[src/rtl/twl_pkg.sv]
package twl_pkg;
    localparam int SR_W   = 24;
    localparam int ADDR_W = 2;
    localparam int M_W    = 15;
    localparam int A_W    = 4;
    localparam int G_W    = 2;
    localparam int R_W    = 13;
    localparam int PD_W   = 2;
    localparam int FREQ_W = 1 + M_W + A_W + G_W;
    localparam int REF_W  = 1 + R_W + PD_W;

    typedef enum logic [1:0] {
        ST_IDLE   = 2'd0,
        ST_SHIFT  = 2'd1,
        ST_COMMIT = 2'd2
    } ld_state_t;

    typedef enum logic [ADDR_W-1:0] {
        AD_F1    = 2'b00,
        AD_SPARE = 2'b01,
        AD_F2    = 2'b10,
        AD_REF   = 2'b11
    } dest_t;

    typedef struct packed {
        logic           sense;
        logic [M_W-1:0] m;
        logic [A_W-1:0] a;
        logic [G_W-1:0] g;
    } freq_t;

    typedef struct packed {
        logic            presc;
        logic [R_W-1:0]  r;
        logic [PD_W-1:0] pd;
    } ref_t;
endpackage

[src/rtl/twl_sync.sv]
module twl_sync #(
    parameter int W      = 3,
    parameter int STAGES = 2
) (
    input  logic         clk,
    input  logic         rst_n,
    input  logic [W-1:0] din,
    output logic [W-1:0] dout
);
    logic [W-1:0] stg [STAGES];

    genvar i;
    generate
        for (i = 0; i < STAGES; i++) begin : g_stage
            if (i == 0) begin : g_first
                always_ff @(posedge clk or negedge rst_n) begin
                    if (!rst_n) stg[i] <= '0;
                    else        stg[i] <= din;
                end
            end else begin : g_next
                always_ff @(posedge clk or negedge rst_n) begin
                    if (!rst_n) stg[i] <= '0;
                    else        stg[i] <= stg[i-1];
                end
            end
        end
    endgenerate

    assign dout = stg[STAGES-1];
endmodule

[src/rtl/twl_shifter.sv]
module twl_shifter
    import twl_pkg::*;
(
    input  logic            clk,
    input  logic            rst_n,
    input  logic            d_s,
    input  logic            ck_s,
    input  logic            en_s,
    output logic [SR_W-1:0] sr_q,
    output logic            commit
);
    ld_state_t state, state_nx;
    logic ck_p, en_p;
    logic ck_rise, en_fall;

    assign ck_rise = ck_s & ~ck_p;
    assign en_fall = en_p & ~en_s;

    always_ff @(posedge clk or negedge rst_n) begin
        if (!rst_n) begin
            ck_p <= 1'b0;
            en_p <= 1'b0;
        end else begin
            ck_p <= ck_s;
            en_p <= en_s;
        end
    end

    always_comb begin
        state_nx = state;
        unique case (state)
            ST_IDLE:   if (en_s)    state_nx = ST_SHIFT;
            ST_SHIFT:  if (en_fall) state_nx = ST_COMMIT;
            ST_COMMIT: state_nx = en_s ? ST_SHIFT : ST_IDLE;
            default:   state_nx = ST_IDLE;
        endcase
    end

    always_ff @(posedge clk or negedge rst_n) begin
        if (!rst_n) state <= ST_IDLE;
        else        state <= state_nx;
    end

    always_ff @(posedge clk or negedge rst_n) begin
        if (!rst_n)              sr_q <= '0;
        else if (ck_rise && en_s) sr_q <= {sr_q[SR_W-2:0], d_s};
    end

    always_comb commit = (state == ST_COMMIT);

    a_r1_shift_in: assert property (@(posedge clk) disable iff (!rst_n)
        (ck_rise && en_s) |=> (sr_q == {$past(sr_q[SR_W-2:0]), $past(d_s)}));

    a_r1_hold: assert property (@(posedge clk) disable iff (!rst_n)
        !(ck_rise && en_s) |=> $stable(sr_q));

    a_r2_commit_after_fall: assert property (@(posedge clk) disable iff (!rst_n)
        $rose(commit) |-> $past(en_p && !en_s));
endmodule

[src/rtl/twl_bank.sv]
module twl_bank
    import twl_pkg::*;
(
    input  logic            clk,
    input  logic            rst_n,
    input  logic            commit,
    input  logic [SR_W-1:0] sr_q,
    output freq_t           f1_q,
    output freq_t           f2_q,
    output ref_t            ref_q
);
    dest_t dest;
    freq_t f_pay;
    ref_t  r_pay;

    assign dest  = dest_t'(sr_q[ADDR_W-1:0]);
    assign f_pay = freq_t'(sr_q[FREQ_W+ADDR_W-1:ADDR_W]);
    assign r_pay = ref_t'(sr_q[REF_W+ADDR_W-1:ADDR_W]);

    always_ff @(posedge clk or negedge rst_n) begin
        if (!rst_n) begin
            f1_q  <= '0;
            f2_q  <= '0;
            ref_q <= '0;
        end else if (commit) begin
            unique case (dest)
                AD_F1:    f1_q  <= f_pay;
                AD_F2:    f2_q  <= f_pay;
                AD_REF:   ref_q <= r_pay;
                AD_SPARE: ;
                default:  ;
            endcase
        end
    end

    a_r3_f1_load: assert property (@(posedge clk) disable iff (!rst_n)
        (commit && sr_q[1:0] == 2'b00) |=> (f1_q == $past(sr_q[23:2]) && $stable(f2_q)));

    a_r3_f2_load: assert property (@(posedge clk) disable iff (!rst_n)
        (commit && sr_q[1:0] == 2'b10) |=> (f2_q == $past(sr_q[23:2]) && $stable(f1_q)));

    a_r4_ref_load: assert property (@(posedge clk) disable iff (!rst_n)
        (commit && sr_q[1:0] == 2'b11) |=> (ref_q == $past(sr_q[17:2])));

    a_r5_spare_noop: assert property (@(posedge clk) disable iff (!rst_n)
        (commit && sr_q[1:0] == 2'b01) |=> ($stable(f1_q) && $stable(f2_q) && $stable(ref_q)));
endmodule

[src/rtl/tri_wire_loader.sv]
module tri_wire_loader
    import twl_pkg::*;
#(
    parameter int SYNC_STAGES = 2
) (
    input  logic            clk,
    input  logic            rst_n,
    input  logic            ser_data,
    input  logic            ser_clk,
    input  logic            ser_en,
    input  logic            sel_f1,
    output logic [M_W-1:0]  m_ratio,
    output logic [A_W-1:0]  a_ratio,
    output logic [G_W-1:0]  pd_gain,
    output logic            pd_sense,
    output logic [R_W-1:0]  r_ratio,
    output logic [PD_W-1:0] pd_mode,
    output logic            presc_sel
);
    logic [2:0]      pins_s;
    logic [SR_W-1:0] sr_q;
    logic            commit;
    freq_t           f1_q, f2_q, act;
    ref_t            ref_q;

    twl_sync #(.W(3), .STAGES(SYNC_STAGES)) u_sync (
        .clk  (clk),
        .rst_n(rst_n),
        .din  ({ser_data, ser_clk, ser_en}),
        .dout (pins_s)
    );

    twl_shifter u_shift (
        .clk   (clk),
        .rst_n (rst_n),
        .d_s   (pins_s[2]),
        .ck_s  (pins_s[1]),
        .en_s  (pins_s[0]),
        .sr_q  (sr_q),
        .commit(commit)
    );

    twl_bank u_bank (
        .clk   (clk),
        .rst_n (rst_n),
        .commit(commit),
        .sr_q  (sr_q),
        .f1_q  (f1_q),
        .f2_q  (f2_q),
        .ref_q (ref_q)
    );

    assign act       = sel_f1 ? f1_q : f2_q;
    assign m_ratio   = act.m;
    assign a_ratio   = act.a;
    assign pd_gain   = act.g;
    assign pd_sense  = act.sense;
    assign r_ratio   = ref_q.r;
    assign pd_mode   = ref_q.pd;
    assign presc_sel = ref_q.presc;

    a_r7_active_kept: assert property (@(posedge clk) disable iff (!rst_n)
        (commit && sr_q[1:0] == 2'b10 && sel_f1) |=>
            (!sel_f1 || ($stable(m_ratio) && $stable(a_ratio) && $stable(pd_gain) && $stable(pd_sense))));
endmodule

[config.mk]
export PLATFORM = sky130hd
export DESIGN_NAME = tri_wire_loader
export DESIGN_NICKNAME = d
export VERILOG_FILES = /design/src/rtl/twl_pkg.sv /design/src/rtl/twl_sync.sv /design/src/rtl/twl_shifter.sv /design/src/rtl/twl_bank.sv /design/src/rtl/tri_wire_loader.sv
export SDC_FILE = /design/constraint.sdc
export NUM_CORES = 1
export LEC_CHECK = 0
export BUFFER_PORTS_ARGS = -buffer_cell sky130_fd_sc_hd__clkbuf_2
export CORE_MARGIN = 8
export CORE_UTILIZATION = 41
export CTS_CLUSTER_DIAMETER = 200
export CTS_CLUSTER_SIZE = 14
export DETAILED_ROUTE_END_ITERATION = 8
export PLACE_DENSITY = 0.68
export SLEW_MARGIN = 30
export SYNTH_ARGS = -nofsm -noshare
export SYNTH_HDL_FRONTEND = slang
export SYNTH_SLANG_ARGS = --single-unit
[constraint.sdc]
create_clock -name clk -period 3.1 [get_ports clk]
set_input_delay 0.62 -clock clk [delete_from_list [all_inputs] [get_ports clk]]
set_output_delay 0.62 -clock clk [all_outputs]
set_load 0.05 [all_outputs]
; ---- Word level (Yosys, flattened, before mapping)
; Cells that the tools add are included.
[totals]
output_inout_bits = 38
inputBits = 6
wordCells = 39
register_bits = 94
[classes]
mux = 5
reduce_logical = 7
eq_ne = 6
bitwise_logic = 4
[op_table]
columns = operator, count
row1 = 22-bit 2-to-1 mux, 1
row2 = 2-bit AND reduction, 4
row3 = 2-bit == test (second input constant), 3
row4 = 2-bit case mux with 3 select lines, 1
row5 = 2-bit logical NOT, 2
row6 = 2-bit 2-to-1 mux, 2
row7 = 1-bit AND, 2
row8 = 2-bit by 1-bit == test with 1-bit output (second input constant), 1
row9 = 2-bit by 1-bit != test with 1-bit output (second input constant), 1
row10 = 2-bit != test (second input constant), 1
row11 = 1-bit inverter, 2
row12 = 1-bit logical AND, 1
row13 = 1-bit 2-to-1 mux, 1

; ---- Longest topological paths before layout
; Gate-level depths: netlist of run 1.
[depth]
word_depth = 4
mapped_depth = 3
depth_no_buf = 2

; ---- Modules after synthesis
; From an unflattened synthesis of run 1, not the netlist that was laid out.
[unflattened]
cells_unflattened = 220
hier_area_um2 = 3799.9
[by_module_without_submodules]
columns = mod, n_inst, cells_each, area_each_um2
row1 = twl_bank, 1, 128, 2237.1
row2 = twl_shifter, 1, 59, 1119.8
row3 = tri_wire_loader, 1, 24, 270.3
row4 = twl_sync, 1, 9, 172.7

; ---- Least setup slack after synthesis of run 1
; OpenSTA, ideal clock, no wires.
[synth_path]
path_type = input -> output
from = input port sel_f1
to = output port a_ratio[0]
arrival_ns = 1.281
stages = 2
t_required_ns = 2.480
setup_slack_ns = 1.199
n_path_buf = 1
cell_sequence = buf_2 mux2_2
[synth_via]
elab_chain_len = 1
[synth_lines]
columns = element, line
row1 = from (decl), tri_wire_loader.sv:11  ; input logic sel_f1,
row2 = 22-bit 2-to-1 mux, tri_wire_loader.sv:53  ; assign act = sel_f1 ? f1_q : f2_q;
row3 = to (decl), tri_wire_loader.sv:13  ; output logic [A_W-1:0] a_ratio,
; Every way passes these cells.

; ---- Final worst setup path of run 1
[layout_path]
from = input port sel_f1
to = output port pd_gain[1]
[layout_via]
elab_chain_len = 1
[layout_lines]
columns = element, line
row1 = 22-bit 2-to-1 mux, tri_wire_loader.sv:53
row2 = to (decl), tri_wire_loader.sv:14  ; output logic [G_W-1:0] pd_gain,
; Every way passes these cells.

==> run metrics, run 1 <==
CTS tree=built; Worst-path clk slew=0.09 ns; Final nets=271; HP Class=input pin to async pin; CP Cell Sequence=clkbuf_2 > mux2_2 > clkbuf_2; initial antenna violation count=0; sw frac=0.2621; WL final=roughly 6600 µm; Post-CTS Setup Bufs=0; cts repair resizes=0; worst-margin pin slew=between 0.6 and 0.7 ns; DR DRC count=0; setup_tns=0 ns; CP endpoint kind=output pin; Final min period=about 2.4 ns; min setup slack post-route=~0.7 ns; Peak VDD IR=0.2727 mV; total power=about 2.7 mW; CP bufs+invs=2; sw power=710.5 µW; Synth area leaders=dfrtp_1 62%, mux2_2 25%, mux2_4 7.9%, buf_12 1.0%, buf_6 0.89%; slowest stage delay, CP=around 0.5 ns; share of power burned in registers=0.529; Combinational Power Share=0.132; antenna cell count=0; DRT iter0 DRCs=40; routed vias/inst=approximately 5.0; clk_skew=between 0.009 and 0.01 ns; Avg Cell Area, Syn=17.66 µm²; Unique masters post-synth=13; Yosys top cell by area=dfrtp_1; Final Hold Fails=0; Req. time, crit path=roughly 2.5 ns; number of cells produced by synthesis=about 220; dpl hpwl=about 4300 µm; Lkg Pwr=~2.3 nW; startpoint types=input pin; PD cells=approximately 620 mW/mm²; antenna violation net count after detailed routing=0; Post-Syn Nets=~220; Starting Density=0.4167; critical path arrival=roughly 1.8 ns; first-pass GRT wire length=roughly 11000 µm; hold buffer count at CTS=0; post-synthesis sequential area ratio=0.6168; RD Place Congestion=between 0.6 and 0.7; WS Path Type=input pin to output pin; layout cells sized above 1=0.6370; DIE AREA=roughly 0.013 mm²; f_max=~410 MHz; status=finished clean; Clock Sink Count=between 90 and 100; max cap viols=0; Yosys top cell area share=0.6168; final setup vio count=0; Largest delay share family, worst path=buffers and inverters; slowest cell on the critical path=clkbuf_2; DR pass1 iterations=4; H-tree levels=3; clk buf depth=2; Pint=2.001 mW; Placement Setup Slack=around 0.65 ns; vias=~1900; CTS Root Cell=clkbuf_8; Tcrit/Tclk final=0.7796; largest net degree at the start of global routing=50; Relative slew margins=0.5674; Clk pwr share=0.339; highest net fanout along the worst path=22; YS warnings=0; Area Growth Syn to Fin=14.14%; clk_lat worst skew=about 0.35 ns; grt total ovfl=0; # IOs=44; # fillers=between 800 and 900; Rows=35; Pins Over Slew Limit=0; RSZ-0062 raised after global routing=false; GRT Util Overall=0.1131; CP dominant cell by count=clkbuf_2; DR WL/cell=17.42 µm; CORE AREA=roughly 0.009 mm²; cell area after synthesis=about 0.0038 mm²; vias in the first global route=2113; Die Ht=112.4 µm; Die X-Extent=around 110 µm; IO buf count=43; CTS buffer count=9; flops & latches, synth=between 90 and 100
## cells in the final DEF, fill, tap and decap left out, types with 2 or more instances in the layout
cell / instances
clkbuf_2: 42
bufinv_16: 2
clkbuf_8: 12
mux2_4: 20
mux2_2: 86
buf_4: 4
dfrtp_1: 94
## cell usage after synthesis
cell type and count:
and4bb_4 1, buf_6 3, dfrtp_1 94, mux2_2 86
and4bb_2 1, nor4b_4 1, nor2b_1 1, buf_2 4
nand3b_1 1, a2bb2oi_1 1, buf_12 2, nand4b_4 1
mux2_4 20
## power groups by stage
stage | combinational [mW] | sequential [mW] | clock, mW
2_1_floorplan | 0.230 | 1.48 | 0
3_3_place_gp | 0.361 | 1.45 | 0
3_5_place_dp | 0.365 | 1.46 | 0
4_1_cts | 0.367 | 1.44 | 0.944
5_1_grt | 0.386 | 1.45 | 0.999
6_report | 0.358 | 1.43 | 0.918
## metal layers
metal / track usage / vias up / wire (µm)
met5: 0 / - / 0
met4: 0.05935 / 0 / 153
met3: 0.02738 / 10 / 263
met2: 0.1778 / 35 / 3153
met1: 0.1418 / 1002 / 3066
li1: - / 871 / -
## registers in the layout, summed over array words and instances, names as in the netlist
name           count
u_sync.stg         3
u_bank.f1_q       22
u_bank.f2_q       22
u_shift.en_p       1
u_shift.state      2
u_sync.dout        3
u_bank.ref_q      16
u_shift.sr_q      24
u_shift.ck_p       1
## worst register-to-register path: stages (launching register included)
cell and delay (ns):
dfrtp_1 0.47, and4bb_4 0.75, mux2_2 0.41
## kinds of logic after synthesis
group | count (synthesis) | share of synthesized area
AO/OA/AOI/OAI | 1 | 0.002297
buffers and inverters | 9 | 0.02461
flip-flops | 94 | 0.6168
multiplexers | 106 | 0.3327
AND/OR/NAND/NOR | 6 | 0.02362
## layout make-up
cell class	instances	area, µm²	share of cell area
flip-flops and latches	94	2352	0.5404
multi-input cells	113	1368	0.3142
repair buffers	47	260.3	0.05979
clock buffers	13	168.9	0.03880
well taps	111	138.9	0.03191
clock inverters	3	65.06	0.01495
## final timing paths
path	from	to	slack (ns)	cells past startpoint
worst max register to register	u_shift.sr_q[0]$_DFFE_PN0P_	u_bank.f2_q[6]$_DFFE_PN0P_	1.36	2
worst min register to register	u_sync.stg[3]$_DFF_PN0_	u_sync.dout[0]$_DFF_PN0_	0.37	0
worst max-delay path	sel_f1	pd_gain[1]	0.68	3
max in group asynchronous	rst_n	u_bank.f1_q[1]$_DFFE_PN0P_	2.17	2
min in group clk	u_sync.stg[3]$_DFF_PN0_	u_sync.dout[0]$_DFF_PN0_	0.37	0
worst min-delay path	rst_n	u_bank.f2_q[20]$_DFFE_PN0P_	0.26	1
## through the flow
stage          hold WS, ns  area (µm²)  instances  utilization
2_1_floorplan       0.3244        3814        216            -
3_3_place_gp        0.3595        4119        365       0.4500
3_5_place_dp        0.3635        4119        365       0.4500
4_1_cts             0.2807        4353        381       0.4756
5_1_grt             0.2975        4353        381       0.4756
6_report            0.2603        4353        381       0.4756
(Power assumes the default switching activity.)
==> run 2, diff against run 1 <==
==> constraint.sdc (replaced) <==
create_clock -name clk -period 2.47 [get_ports clk]
set_input_delay 0.494 -clock clk [delete_from_list [all_inputs] [get_ports clk]]
set_output_delay 0.494 -clock clk [all_outputs]
set_load 0.05 [all_outputs]
==> run 2 against run 1 <==
Against the previous run:
- combinational power increased by 27%
- utilization increased by 0.21 points
- worst setup slack got worse by 0.28 ns
- sequential share of layout area decreased by 0.23 points
- critical path depth increased by 1
- routed wire length decreased by 2.1%
- critical endpoint unchanged
- largest cell class unchanged
==> run metrics, run 2 (synthesized netlist as in run 1, its figures left out) <==
DR pass1 iterations=3 (-1); routed vias/inst=4.979 (-1.1%); Final Hold Fails=0 (unchanged); HP Class=input pin to async pin; Final min period=around 2.1 ns; CORE AREA=0.009153 mm² (unchanged); Area Growth Syn to Fin=14.63%; IO buf count=43 (unchanged); Rows=35 (unchanged); Post-CTS Setup Bufs=0 (unchanged); Peak VDD IR=0.3165 mV (+16%); CTS Root Cell=clkbuf_8; Req. time, crit path=1.98 ns (-0.50 ns); min setup slack post-route=0.4017 ns (-0.2816 ns); met3 GRT Util=0.02791 (+0.0005368); Relative slew margins=0.5658 (-0.001630); H-tree levels=3 (unchanged); Lkg Pwr=2.258 nW (+0.23%); Die Ht=112.4 µm (unchanged); f_max=just under 500 MHz; DR WL/cell=17.01 µm (-2.4%); vias=1902 (-0.83%); startpoint types=input pin; Pins Over Slew Limit=0 (unchanged); RSZ-0062 raised after global routing=false; DRT iter0 DRCs=50 (+25%); RD Place Congestion=0.6945 (+4.1%); met1 usage=0.1441 (+0.002341); PD cells=775.8 mW/mm² (+25%); final setup vio count=0 (unchanged); Clock Sink Count=94 (unchanged); antenna cell count=0 (unchanged); Die X-Extent=112.4 µm (unchanged); WL final=6497 µm (-2.1%); WS Path Type=input pin to output pin; worst reg-to-reg path cell count=2 (unchanged); Starting Density=0.4167 (unchanged); reg2reg end=u_bank.f2_q[6]$_DFFE_PN0P_; R2R Setup Slk=0.75 ns (-0.61 ns); setup_tns=0 ns (unchanged); Final nets=272 (+0.37%); Worst-path clk slew=0.09 ns (about the same); Post-Route Utilization=0.4776 (+0.002051); Placement Setup Slack=0.3915 ns (-0.2598 ns); RR Startpoint=u_shift.sr_q[0]$_DFFE_PN0P_; DIE AREA=0.01264 mm² (unchanged); Largest register FFs=24 (unchanged); Most Crowded Layer GR=met2; first-pass GRT wire length=11140 µm (-0.55%); critical path arrival=1.57 ns (-0.23 ns); commonest non-fill, non-tap cell in the layout=dfrtp_1; worst-margin pin slew=0.6513 ns (+0.002445 ns); biggest regs=u_shift.sr_q x24, u_bank.f1_q x22, u_bank.f2_q x22; clk buf depth=2 (unchanged); hold buffer count at CTS=0 (unchanged); max cap viols=0 (unchanged); highest net fanout along the worst path=13 (-41%); most frequent cells in the layout=94 x dfrtp_1, 86 x mux2_2, 42 x clkbuf_2; crit path launch=sel_f1; # IOs=44 (unchanged); grt total ovfl=0 (unchanged); Top reg by flops=u_shift.sr_q; initial antenna violation count=0 (unchanged); layout cells sized above 1=0.6421 (+0.005029); clk_lat worst skew=0.35 ns (about the same); CP endpoint kind=output pin; CTS tree=built; Tcrit/Tclk final=0.8374; CTS buffer count=9 (unchanged); DR DRC count=0 (unchanged); routing usage on met2=0.1706 (-0.007226); cts repair resizes=0 (unchanged); dpl hpwl=4283 µm (+0.62%); vias in the first global route=2114 (+0.047%); status=finished clean; GRT Util Overall=0.1127 (-0.0004599); clk_skew=0.008995 ns (-0.0004592 ns); antenna violation net count after detailed routing=0 (unchanged); largest net degree at the start of global routing=52 (+4.0%)
run 2: cell types whose count changed in the layout (fill, tap and decap cells not counted):
cell        delta
clkinv_4       +1
clkbuf_1       -1
clkbuf_8       -1
clkinvlp_4     +1
buf_12         +1
run 2: stage by stage:
| stage | cell area (µm²) | std cells | power, mW | hold slack [ns] |
|---|---|---|---|---|
| finish | 4372 | 382 | 3.392 | 0.1538 |
| global route | 4372 | 382 | 3.550 | 0.2083 |
| CTS | 4372 | 382 | 3.437 | 0.1751 |
| detailed placement | 4139 | 366 | 2.295 | 0.3424 |
| global placement | 4139 | 366 | 2.281 | 0.3327 |
| floorplan | 3814 | 216 | 2.145 | 0.1984 |
run 2: worst max-delay path: stages:
cell and delay, ns:
clkbuf_2 0.28, buf_12 0.21, mux2_2 0.35, clkbuf_2 0.24
run 2: how the worst max path moves through the flow:
stage                 endpoint  depth (start not counted)  slack [ns]
floorplan           a_ratio[0]                          2        0.82
global placement    pd_gain[1]                          4        0.39
detailed placement  pd_gain[1]                          4        0.39
CTS                 pd_gain[1]                          4        0.38
global route        pd_gain[1]                          4        0.36
finish              pd_gain[1]                          4        0.40
run 2: power breakdown:
part           switching (mW)  total, mW  internal, mW  leakage, nW
logic                   0.268      0.456         0.188        0.867
registers               0.126       1.80          1.67         1.27
clock network           0.512       1.14         0.625        0.116
run 2: metal layers:
metal | wire length [µm] | vias up | part of all wire
li1 | - | 878 | -
met1 | 3104 | 982 | 0.48
met2 | 2998 | 32 | 0.46
met3 | 244 | 10 | 0.038
met4 | 149 | 0 | 0.023
met5 | 0 | - | 0
run 2: layout make-up:
| cell class | count | area [µm²] |
|---|---|---|
| multi-input cells | 113 | 1368 |
| flip-flops and latches | 94 | 2352 |
| clock buffers | 11 | 151.4 |
| well taps | 111 | 138.9 |
| clock inverters | 5 | 81.33 |
| repair buffers | 48 | 280.3 |
| fillers | 784 | 4781 |
==> run 3, diff against run 2 <==
--- a/config.mk
+++ b/config.mk
@@ -11,7 +11,7 @@
 export CTS_CLUSTER_DIAMETER = 200
 export CTS_CLUSTER_SIZE = 14
 export DETAILED_ROUTE_END_ITERATION = 8
-export PLACE_DENSITY = 0.68
+export PLACE_DENSITY = 0.71
 export SLEW_MARGIN = 30
 export SYNTH_ARGS = -nofsm -noshare
 export SYNTH_HDL_FRONTEND = slang
==> constraint.sdc (replaced) <==
create_clock -name clk -period 1.75 [get_ports clk]
set_input_delay 0.35 -clock clk [delete_from_list [all_inputs] [get_ports clk]]
set_output_delay 0.35 -clock clk [all_outputs]
set_load 0.05 [all_outputs]
==> run 3 against run 2 <==
Against the previous run:
- count of clock-buffer cells in the layout unchanged
- largest cell class unchanged
- die area stayed put
- critical path type unchanged
- critical endpoint is now m_ratio[9]
- highest routed layer unchanged
- routed wire length increased by 4.9%
- power increased by 41%
==> run metrics, run 3 (synthesized netlist as in run 1, its figures left out) <==
setup_tns=0 ns (unchanged); highest net fanout along the worst path=22 (+9); sw frac=0.2657 (-0.001079); biggest regs=u_shift.sr_q x24, u_bank.f1_q x22, u_bank.f2_q x22; RD Place Congestion=0.6578 (-5.3%); worst-margin pin slew=0.3833 ns (-0.2680 ns); CORE AREA=0.009153 mm² (unchanged); status=finished clean; min setup slack post-route=0.1313 ns (-0.2705 ns); most frequent cells in the layout=94 x dfrtp_1, 86 x mux2_2, 42 x clkbuf_2; antenna cell count=0 (unchanged); Tcrit/Tclk final=0.9250; DIE AREA=0.01264 mm² (unchanged); antenna violation net count after detailed routing=0 (unchanged); WS Path Type=input pin to output pin; commonest non-fill, non-tap cell in the layout=dfrtp_1; CP dominant cell by count=clkbuf_2; vias in the first global route=2243 (+6.1%); Largest delay share family, worst path=buffers and inverters; Largest register FFs=24 (unchanged); largest net degree at the start of global routing=43 (-17%); clk_skew=0.009855 ns (+0.0008596 ns); Clock Sink Count=94 (unchanged); area post-placement=0.004202 mm² (+1.5%); Layout Cells excl Fill=388 (+1.6%); Final min period=between 1.5 and 2 ns; max cap viols=0 (unchanged); CP Cell Sequence=clkbuf_2 > buf_12 > mux2_2 > clkbuf_2; routed vias/inst=5.085 (+2.1%); IO buf count=43 (unchanged); dpl cells=371 (+1.4%); sw power=1.274 mW (+41%); DRT iter0 DRCs=139 (+180%); # IOs=44 (unchanged); Rows=35 (unchanged); CTS tree=built; first-pass GRT wire length=11940 µm (+7.2%); CP endpoint kind=output pin; startpoint types=input pin; final setup vio count=0 (unchanged); RSZ-0062 raised after global routing=false; DR WL/cell=17.56 µm (+3.2%); Worst-path clk slew=0.09 ns (about the same); post-layout instance area=0.004444 mm² (+1.7%); layout cells sized above 1=0.6462 (+0.004143); Req. time, crit path=1.40 ns (-0.58 ns); Die X-Extent=112.4 µm (unchanged); Top reg by flops=u_shift.sr_q; clk_lat worst skew=0.35 ns (about the same); Lkg Pwr=2.296 nW (+1.7%); Final Hold Fails=0 (unchanged); Post-CTS Setup Bufs=0 (unchanged); initial antenna violation count=0 (unchanged); PD cells=1078 mW/mm² (+39%); DR DRC count=0 (unchanged); share of power burned in registers=0.531 (about the same); Area Growth Syn to Fin=16.54%; CTS Root Cell=clkbuf_8; Pins Over Slew Limit=0 (unchanged); DR pass1 iterations=4 (+1); critical path arrival=1.27 ns (-0.30 ns); slowest cell on the critical path=mux2_2; Final nets=278 (+2.2%); GRT Util Overall=0.1193 (+0.006623); H-tree levels=3 (unchanged); CTS buffer count=9 (unchanged); Peak VDD IR=0.5235 mV (+65%); Placement Setup Slack=0.1354 ns (-0.2562 ns); Pint=3.519 mW (+42%); Clk pwr share=0.333 (-0.002); Die Ht=112.4 µm (unchanged); Combinational Power Share=0.136 (+0.002); Relative slew margins=0.7441 (+0.1783); grt total ovfl=0 (unchanged); f_max=a little over 600 MHz; slowest stage delay, CP=0.37 ns (+0.02 ns); WL final=6813 µm (+4.9%); dpl hpwl=4568 µm (+6.6%); clk buf depth=2 (unchanged); HP Class=input pin to register; Post-Route Utilization=0.4856 (+0.007929); vias=1973 (+3.7%); CP bufs+invs=3 (unchanged); Starting Density=0.4167 (unchanged)
## run 3: worst register-to-register path, stage by stage (launching register included)
cell      delay [ns]
dfrtp_1         0.47
and4bb_4        0.47
buf_12          0.20
mux2_4          0.31
## run 3: per-layer routing
layer  global-route usage  part of all wire  vias to the layer above
li1                     -                 -                      890
met4              0.05665             0.019                        0
met3              0.02469             0.026                       10
met5                    0                 0                        -
met2               0.1887              0.48                       30
met1               0.1534              0.48                     1043
## run 3: area by class of cell
cell class / instances / area (µm²)
Timing Repair Buffer: 54 / 352.8
Clock inverter: 5 / 81.33
Sequential cell: 94 / 2352
Multi-Input combinational cell: 113 / 1368
Fill cell: 770 / 4708
Tap cell: 111 / 138.9
Clock buffer: 11 / 151.4
## run 3: metrics by stage
stage | power, mW | hold slack (ns)
2_1_floorplan | 3.027 | 0.05441
3_3_place_gp | 3.234 | 0.2146
3_5_place_dp | 3.254 | 0.2145
4_1_cts | 4.871 | 0.09190
5_1_grt | 5.030 | 0.08597
6_report | 4.793 | 0.1068
## run 3: power groups by stage
stage / clock (mW) / sequential, mW / combinational (mW)
floorplan: 0 / 2.62 / 0.407
global placement: 0 / 2.58 / 0.652
detailed placement: 0 / 2.59 / 0.662
CTS: 1.65 / 2.55 / 0.666
global route: 1.75 / 2.59 / 0.697
finish: 1.60 / 2.54 / 0.650
## run 3: worst paths after layout
check / start / end / slack (ns) / depth (start not counted)
worst max-delay path: sel_f1 / m_ratio[9] / 0.13 / 4
worst min-delay path: ser_clk / u_sync.stg[4]$_DFF_PN0_ / 0.11 / 1
min in group asynchronous: rst_n / u_bank.f1_q[20]$_DFFE_PN0P_ / 0.39 / 2
worst min register to register: u_sync.stg[3]$_DFF_PN0_ / u_sync.dout[0]$_DFF_PN0_ / 0.36 / 0
max in group asynchronous: rst_n / u_bank.f2_q[6]$_DFFE_PN0P_ / 0.82 / 3
worst max register to register: u_shift.sr_q[0]$_DFFE_PN0P_ / u_bank.f2_q[17]$_DFFE_PN0P_ / 0.19 / 3
## run 3: timing repair
item | CTS | global route
endpoints found under the hold margin | 11 | 0
hold buffers | 1 | 0
setup endpoints to repair | 0 | 0
gates resized for setup | 0 | 0
